File: config.mk
export PLATFORM = sky130hd
export DESIGN_NAME = sio_cfg_window
export DESIGN_NICKNAME = d
export VERILOG_FILES = /design/src/rtl/sio_cfg_pkg.sv /design/src/rtl/sio_unlock_fsm.sv /design/src/rtl/sio_dev_bank.sv /design/src/rtl/sio_cfg_window.sv
export SDC_FILE = /design/constraint.sdc
export NUM_CORES = 1
export LEC_CHECK = 0
export ABC_AREA = 1
export BUFFER_PORTS_ARGS = -buffer_cell sky130_fd_sc_hd__buf_2
export CAP_MARGIN = 30
export CORE_MARGIN = 2
export CORE_UTILIZATION = 55
export DETAILED_ROUTE_END_ITERATION = 8
export PLACE_DENSITY = 0.86
export SYNTH_ARGS = -nofsm -noshare
export SYNTH_HDL_FRONTEND = slang
export SYNTH_SLANG_ARGS = --single-unit
File: constraint.sdc
create_clock -name clk -period 2.6 [get_ports clk]
set_input_delay 0.52 -clock clk [delete_from_list [all_inputs] [get_ports clk]]
set_output_delay 0.52 -clock clk [all_outputs]
set_load 0.02 [all_outputs]
File: src/rtl/sio_cfg_pkg.sv
package sio_cfg_pkg;
    typedef enum logic [1:0] {
        ST_LOCKED = 2'd0,
        ST_HALF   = 2'd1,
        ST_OPEN   = 2'd2
    } unlock_state_e;

    localparam logic [7:0] EXIT_BYTE   = 8'hAA;
    localparam logic [7:0] IDX_DEVSEL  = 8'h07;
    localparam logic [7:0] IDX_CHIP_LO = 8'h20;
    localparam logic [7:0] IDX_CHIP_HI = 8'h21;
    localparam logic [7:0] IDX_VEND_A  = 8'h23;
    localparam logic [7:0] IDX_VEND_B  = 8'h24;
    localparam logic [7:0] IDX_BASE_HI = 8'h60;
    localparam logic [7:0] IDX_BASE_LO = 8'h61;
    localparam logic [7:0] IDX_IRQ     = 8'h70;
    localparam logic [7:0] IDX_FIFO    = 8'hF6;
    localparam logic [7:0] VEND_A_VAL  = 8'h19;
    localparam logic [7:0] VEND_B_VAL  = 8'h34;
endpackage

File: src/rtl/sio_unlock_fsm.sv
module sio_unlock_fsm
    import sio_cfg_pkg::*;
#(
    parameter logic [7:0] KEY = 8'h87
) (
    input  logic       clk,
    input  logic       rst_n,
    input  logic       addr_wr,
    input  logic [7:0] wdata,
    output logic       open,
    output logic       idx_load
);
    unlock_state_e state_q, state_d;

    always_ff @(posedge clk) begin
        if (!rst_n) state_q <= ST_LOCKED;
        else        state_q <= state_d;
    end

    always_comb begin
        state_d = state_q;
        if (addr_wr) begin
            unique case (state_q)
                ST_LOCKED: if (wdata == KEY) state_d = ST_HALF;
                ST_HALF:   state_d = (wdata == KEY) ? ST_OPEN : ST_LOCKED;
                ST_OPEN:   if (wdata == EXIT_BYTE) state_d = ST_LOCKED;
                default:   state_d = ST_LOCKED;
            endcase
        end
    end

    always_comb begin
        open     = (state_q == ST_OPEN);
        idx_load = addr_wr && (state_q == ST_OPEN) && (wdata != EXIT_BYTE);
    end

    a_r2_open_needs_second_key: assert property (@(posedge clk) disable iff (!rst_n)
        $rose(open) |-> $past(addr_wr && wdata == KEY && state_q == ST_HALF));
    a_r3_exit_closes: assert property (@(posedge clk) disable iff (!rst_n)
        (addr_wr && wdata == EXIT_BYTE) |=> !open);
endmodule

File: src/rtl/sio_dev_bank.sv
module sio_dev_bank
    import sio_cfg_pkg::*;
(
    input  logic        clk,
    input  logic        rst_n,
    input  logic        we,
    input  logic [7:0]  idx,
    input  logic [7:0]  wdata,
    output logic [7:0]  rdata,
    output logic [15:0] iobase,
    output logic        irq_share,
    output logic [1:0]  irq_mode,
    output logic [1:0]  fifo_depth,
    output logic [1:0]  rx_scale
);
    always_ff @(posedge clk) begin
        if (!rst_n) begin
            iobase     <= '0;
            irq_share  <= 1'b0;
            irq_mode   <= 2'b00;
            fifo_depth <= 2'b00;
            rx_scale   <= 2'b00;
        end else if (we) begin
            unique case (idx)
                IDX_BASE_HI: iobase[15:8] <= wdata;
                IDX_BASE_LO: iobase[7:0]  <= wdata;
                IDX_IRQ: begin
                    irq_share <= wdata[4];
                    irq_mode  <= wdata[6:5];
                end
                IDX_FIFO: begin
                    fifo_depth <= wdata[1:0];
                    rx_scale   <= wdata[5:4];
                end
                default: ;
            endcase
        end
    end

    always_comb begin
        unique case (idx)
            IDX_BASE_HI: rdata = iobase[15:8];
            IDX_BASE_LO: rdata = iobase[7:0];
            IDX_IRQ:     rdata = {1'b0, irq_mode, irq_share, 4'b0000};
            IDX_FIFO:    rdata = {2'b00, rx_scale, 2'b00, fifo_depth};
            default:     rdata = 8'h00;
        endcase
    end

    a_r7_base_hi_load: assert property (@(posedge clk) disable iff (!rst_n)
        (we && idx == IDX_BASE_HI) |=> iobase[15:8] == $past(wdata));
    a_r10_unimpl_no_effect: assert property (@(posedge clk) disable iff (!rst_n)
        (we && idx != IDX_BASE_HI && idx != IDX_BASE_LO && idx != IDX_IRQ && idx != IDX_FIFO)
        |=> ($stable(iobase) && $stable(irq_share) && $stable(irq_mode)
             && $stable(fifo_depth) && $stable(rx_scale)));
endmodule

File: src/rtl/sio_cfg_window.sv
module sio_cfg_window
    import sio_cfg_pkg::*;
#(
    parameter int          NDEV    = 8,
    parameter logic [7:0]  KEY     = 8'h87,
    parameter logic [15:0] CHIP_ID = 16'h1010
) (
    input  logic               clk,
    input  logic               rst_n,
    input  logic               bus_addr,
    input  logic               bus_wr,
    input  logic               bus_rd,
    input  logic [7:0]         bus_wdata,
    output logic [7:0]         bus_rdata,
    output logic               cfg_open,
    output logic [16*NDEV-1:0] dev_iobase,
    output logic [NDEV-1:0]    dev_irq_share,
    output logic [2*NDEV-1:0]  dev_irq_mode,
    output logic [2*NDEV-1:0]  dev_fifo_depth,
    output logic [2*NDEV-1:0]  dev_rx_scale
);
    localparam int         SEL_W  = (NDEV > 1) ? $clog2(NDEV) : 1;
    localparam logic [7:0] NDEV_B = 8'(NDEV);

    logic       idx_load, addr_wr, data_wr, sel_ok, global_idx;
    logic [7:0] index_q, devsel_q;
    logic [7:0] bank_rd [NDEV];

    assign addr_wr    = bus_wr && !bus_addr;
    assign data_wr    = bus_wr && bus_addr && cfg_open;
    assign sel_ok     = devsel_q < NDEV_B;
    assign global_idx = (index_q == IDX_DEVSEL) || (index_q == IDX_CHIP_LO) ||
                        (index_q == IDX_CHIP_HI) || (index_q == IDX_VEND_A) ||
                        (index_q == IDX_VEND_B);

    sio_unlock_fsm #(.KEY(KEY)) u_fsm (
        .clk      (clk),
        .rst_n    (rst_n),
        .addr_wr  (addr_wr),
        .wdata    (bus_wdata),
        .open     (cfg_open),
        .idx_load (idx_load)
    );

    always_ff @(posedge clk) begin
        if (!rst_n) begin
            index_q  <= 8'h00;
            devsel_q <= 8'h00;
        end else begin
            if (idx_load) index_q <= bus_wdata;
            if (data_wr && index_q == IDX_DEVSEL) devsel_q <= bus_wdata;
        end
    end

    for (genvar g = 0; g < NDEV; g++) begin : g_bank
        logic bank_we;
        assign bank_we = data_wr && !global_idx && (devsel_q == 8'(g));
        sio_dev_bank u_bank (
            .clk        (clk),
            .rst_n      (rst_n),
            .we         (bank_we),
            .idx        (index_q),
            .wdata      (bus_wdata),
            .rdata      (bank_rd[g]),
            .iobase     (dev_iobase[16*g +: 16]),
            .irq_share  (dev_irq_share[g]),
            .irq_mode   (dev_irq_mode[2*g +: 2]),
            .fifo_depth (dev_fifo_depth[2*g +: 2]),
            .rx_scale   (dev_rx_scale[2*g +: 2])
        );
    end

    always_comb begin
        bus_rdata = 8'h00;
        if (bus_rd) begin
            if (!cfg_open)      bus_rdata = 8'hFF;
            else if (!bus_addr) bus_rdata = index_q;
            else begin
                unique case (index_q)
                    IDX_DEVSEL:  bus_rdata = devsel_q;
                    IDX_CHIP_LO: bus_rdata = CHIP_ID[7:0];
                    IDX_CHIP_HI: bus_rdata = CHIP_ID[15:8];
                    IDX_VEND_A:  bus_rdata = VEND_A_VAL;
                    IDX_VEND_B:  bus_rdata = VEND_B_VAL;
                    default:     bus_rdata = sel_ok ? bank_rd[devsel_q[SEL_W-1:0]] : 8'h00;
                endcase
            end
        end
    end

    a_r4_locked_write_ignored: assert property (@(posedge clk) disable iff (!rst_n)
        (bus_wr && bus_addr && !cfg_open) |=> ($stable(dev_iobase) && $stable(dev_irq_share)
            && $stable(dev_irq_mode) && $stable(dev_fifo_depth) && $stable(dev_rx_scale)));
    a_r6_bad_select_ignored: assert property (@(posedge clk) disable iff (!rst_n)
        (data_wr && !sel_ok) |=> $stable(dev_iobase));
    a_r5_vendor_sig: assert property (@(posedge clk) disable iff (!rst_n)
        (bus_rd && bus_addr && cfg_open && index_q == IDX_VEND_A) |-> bus_rdata == 8'h19);
endmodule

* Word level (Yosys, flattened, before mapping) *
Cells that the tools add are included.

storage, ports and cells
  flip-flop bits (word level) = 202
  input bits = 13
  logic and storage cells = 154

operators by class
  equal/unequal tests = 23
  reduce and logical (&&, ||, !) cells = 57
  bitwise gates (word level) = 1
  muxes and demuxes = 20
  order comparisons = 2

operator list
  cell                  number
  $pmux W8 S4           9
  $reduce_and A2 Y1     32
  $mux W8               6
  $eq A8 B3 Y1 const B  5
  $eq A8 B6 Y1 const B  4
  $bmux W8 S3           1
  $eq A8 B7 Y1 const B  3
  $eq A8 B8 Y1 const B  3
  $eq A8 B2 Y1 const B  2
  $logic_and A1 B1 Y1   15
  $eq A8 B1 Y1 const B  1
  $logic_not A8 Y1      1
  $lt A8 B4 Y1 const B  1
  $ne A8 B8 Y1 const B  1
  $mux W2               3
  $pmux W2 S3           1
  $ge A4 B4 Y1 const B  1
  $logic_or A1 B1 Y1    4
  $ne A2 B1 Y1 const B  2
  $not A3 Y4            1
  $reduce_and A3 Y1     1
  $eq A2 B1 Y1 const B  1
  $eq A2 B2 Y1 const B  1
  $logic_not A1 Y1      2
  2 further kinds       2

* Logic depth before layout (Yosys ltp) *
  depth in word-level cells = 10
  mapped depth = 16
  mapped depth without buffers = 15

* Cells and area by module *
A second synthesis with hierarchy kept.

unflattened totals
  cells, all modules = 2230
  area total of the unflattened synthesis = 13539.2 um^2

modules (own cells, without submodules)
  module          area an instance (um^2)  cells each  sequential area each (um^2)  times used
  sio_dev_bank    1428.9                   226         460.4                        8
  sio_cfg_window  1880.6                   381         320.3                        1
  sio_unlock_fsm  227.7                    41          40.0                         1

* Worst setup path before layout *
No wires, ideal clock.

  kind = reg2out
  start = register index_q[5]
  end = output port bus_rdata[0]
  arrival = 2010 ps
  setup slack = 70 ps
  stages on the path, launching flop included = 15
  path through = dfxtp_1 -> nand2_1 -> nor2_1 -> and2_0 -> buf_2 -> nand2_1 -> nand3_1 -> nand2_1 -> inv_1 -> nor2_1 -> nand2_1 -> nand3_1 -> nand2_1 -> nand2_1 -> a21oi_1

on the way
  word-level cells in the longest chain between the ends = 10
  elaborated cells between the ends (all ways) = 26
  those cells by class = eq/ne: 9; mux: 16; reduce/logical: 1

RTL lines
  item                                          RTL line              text
  from (decl)                                   sio_cfg_window.sv:26  logic [7:0] index_q, devsel_q;
  from (signal assigned)                        sio_cfg_window.sv:50  if (idx_load) index_q <= bus_wdata;
  $eq A8 B8 Y1 or $eq A8 B7 Y1 (tied branches)  sio_dev_bank.sv:41    unique case (idx)
  $pmux W8 S4                                   sio_dev_bank.sv:41
  $bmux W8 S3                                   sio_cfg_window.sv:85  default: bus_rdata = sel_ok ? bank_rd[devsel_q[SEL_W-1:0]] : 8'h00;
  $mux W8 (not written as such) (2 in series)   sio_cfg_window.sv:85
  $mux W8                                       sio_cfg_window.sv:85
  $pmux W8 S4 *                                 sio_cfg_window.sv:79  unique case (index_q)
  $mux W8 *                                     sio_cfg_window.sv:77  else if (!bus_addr) bus_rdata = index_q;
  $mux W8 *                                     sio_cfg_window.sv:76  if (!cfg_open) bus_rdata = 8'hFF;
  $mux W8 *                                     sio_cfg_window.sv:75  if (bus_rd) begin
  to (decl)                                     sio_cfg_window.sv:14  output logic [7:0] bus_rdata,

Every way passes the cells marked *; elsewhere a longest branch is shown, timed or not. The select of a mux whose other input is x is not followed.

* Worst setup path in the final report *
  start = register index_q[7]
  end = output port bus_rdata[6]

Same word-level chain as after synthesis.

==> qor.csv <==
metric;value;unit
Syn. warnings;0;
Tmin final;3.18;ns
syn nets;1463;
first-pass GRT wire length;55.2;mm
DR pass1 iterations;6;
Hold Crit Class;primary input to register;
Cell Chain, Critical Path;inv_2, nand2_4, nor2_4, buf_12, nand2_8, clkinv_8, buf_8, nand2_1, nand3_1, a21oi_1, nand2_1, nand3_2, nand2_2, nand2_2, a21oi_2, buf_6;
Cells after Synth;1450;
GP Congestion;1.01;
most common cell after layout, fill and taps aside;nand2_1;
io pins;206;
Crit path required time;2.08;ns
initial DRC count;1418;
number of synthesized register bits;202;
max_cap viols;0;
RSZ-0062 raised after global routing;true;
crit path DAT;2.66;ns
Post-Syn Area;0.00950;sq mm
DRC errors left;0;
Die X;135;um
final worst slack;-0.575;ns
hold_sp;bus_wdata[3];
top cell type's share of synthesized area;42.6;%
Initial Util;55.5;%
vias in the first global route;10400;
hold slack final;0.332;ns
DRT antenna net count;0;
worst-path cell with the longest stage delay;dfxtp_2;
H-tree levels;1;
R2R Path Start;index_q[7];
CTS Root Cell;clkbuf_16;
Final setup violation count;8;
Crit. End Element;output port;
CTS Hold Bufs;0;
largest cells by area after synthesis;dfxtp_1 43%, nand2_1 17%, a21oi_1 12%, nand3_1 7.5%, inv_1 5.4%;
number of nets in the layout;1704;
initial antenna violation count;0;
Port-buffer cells;205;
core box area;0.0171;sq mm
GRT Total Usage;38.5;%
Pins Over Slew Limit;0;
Syn-to-layout area delta;35.0;%
pre-CTS setup slack;-0.142;ns
CP max FO;5;
final non-filler cell total;1931;
VDD IR max;0.472;mV
violated checks;negative setup slack;
clk sinks;202;
status;finished, violations left;
register area share after synthesis;42.6;%
dpl hpwl;23.3;mm
ratio of cells with drive above 1 in the final layout;27.0;%
grt ovf;0;
final critical-path share of the clock period;122;%
Max-slew headroom;45.8;%
Worst-path clk slew;0.06;ns
Placed Instances;1851;
largest net degree at the start of global routing;91;
antenna cell count;0;
Setup Skew;0.0139;ns
actual slew at the worst max-slew pin;0.813;ns
Die Y;135;um
Post-Route WL;37.5;mm
Fmax;315;MHz
Worst path max stage delay;0.33;ns
Routed WL per cell;19.4;um
vias per std cell;5.98;
Final Util;75.0;%
Critical Path Start Type;register;
Critical Path Start;index_q[7];
Cell Pwr Density;514;mW/mm^2
Core Rows;48;
Hold Fails Final Rpt;0;
die area;0.0183;sq mm
Syn Area/Cell;6.55;sq um
worst-skew pair later-pin latency;0.52;ns
TritonCTS Buffers;21;
synth unique cells;25;
clock tree buffer depth;3;
CTS tree;yes;
via count;11600;
area leader, netlist;dfxtp_1;
Static Leak;5.67;nW
commonest cells after routing, fill and taps aside;393 x nand2_1, 222 x a21oi_1, 197 x buf_2;
worst setup path class;register to output port;
[kinds of logic (layout without fill, tap and decap cells)]
| family | Yosys count | after routing | synth area share, % |
|---|---|---|---|
| flip-flops | 202 | 202 | 42.6 |
| AO/OA/AOI/OAI | 354 | 354 | 18.9 |
| AND/OR/NAND/NOR | 652 | 652 | 28.5 |
| buffers and inverters | 242 | 498 | 10.1 |
[synthesized netlist by cell type]
library cell  number
nand2_1          422
a21oi_1          230
dfxtp_1          202
nand3_1          142
inv_1            137
o21ai_0          102
clkbuf_1          63
nor2_1            58
buf_2             17
o22ai_1           15
nor3_1            10
buf_1              8
buf_4              8
nor2_2             8
o21ai_1            6
clkinv_1           5
inv_2              4
nand4_1            4
nor4_1             3
a211oi_1           1
and2_0             1
nor3_2             1
nor4_4             1
or2_1              1
or2_2              1
[layout make-up]
type | count | area (sq um)
Fill cell | 1256 | 4290
Sequential cell | 202 | 4060
Inverter | 146 | 583
Multi-Input combinational cell | 1006 | 4880
Clock inverter | 7 | 116
Clock buffer | 31 | 633
Tap cell | 225 | 282
Timing Repair Buffer | 314 | 2270
[metrics by stage]
step / area (sq um) / TNS, ns / power [mW]
floorplan: 9500 / 0 / 3.29
global route: 12800 / -4.83 / 6.71
finish: 12800 / -4.02 / 6.60
detailed placement: 11000 / -4.82 / 3.36
CTS: 12500 / -3.09 / 6.56
global placement: 11000 / -1.31 / 3.36
[state kept, by name, summed over array words and instances, names as in the netlist]
register and flops:
devsel_q 8, index_q 8, g_bank.u_bank.irq_mode 16, g_bank.u_bank.rx_scale 16
u_fsm.state_q 2, g_bank.u_bank.irq_share 8, g_bank.u_bank.iobase 128, g_bank.u_bank.fifo_depth 16
[report_power, final]
group          switching (mW)  internal, mW  leakage, nW  total, mW
Sequential           0.000247          3.09         1.63       3.09
Clock                    1.30          1.99        0.368       3.28
Combinational           0.175        0.0508         3.67      0.225
[what timing repair did]
| item | in CTS | in global routing |
|---|---|---|
| endpoints found under the setup margin | 50 | 120 |
| gates resized for setup | 121 | 58 |
| cloned | 7 | 2 |
| hold endpoints to repair | 0 | 0 |
| buffers inserted | 24 | 12 |
| pin swaps | 25 | 25 |
[final timing paths]
kind,cells past startpoint,slack [ns],end
setup / recovery,16,-0.58,bus_rdata[6]
hold / removal,3,0.33,index_q[3]
setup reg to reg,13,0.04,g_bank[4].u_bank.iobase[3]
hold reg to reg,2,0.47,g_bank[6].u_bank.iobase[0]
[critical path: cells and delay by family, from the launching register on]
family | cells | cell delay (ns)
simple gates | 9 | 0.97
buf+inv | 5 | 0.61
flops | 1 | 0.33
compound gates | 2 | 0.24
[per-layer routing]
metal  up-vias  wire, um  global-route usage (%)
met5         -         0                       0
li1       5204         -                       -
met3       214      5060                    9.13
met1      5174     13300                    48.4
met2       964     16600                    60.2
met4         0      2570                    23.0
No activity file was read; power rests on OpenSTA's default activity.
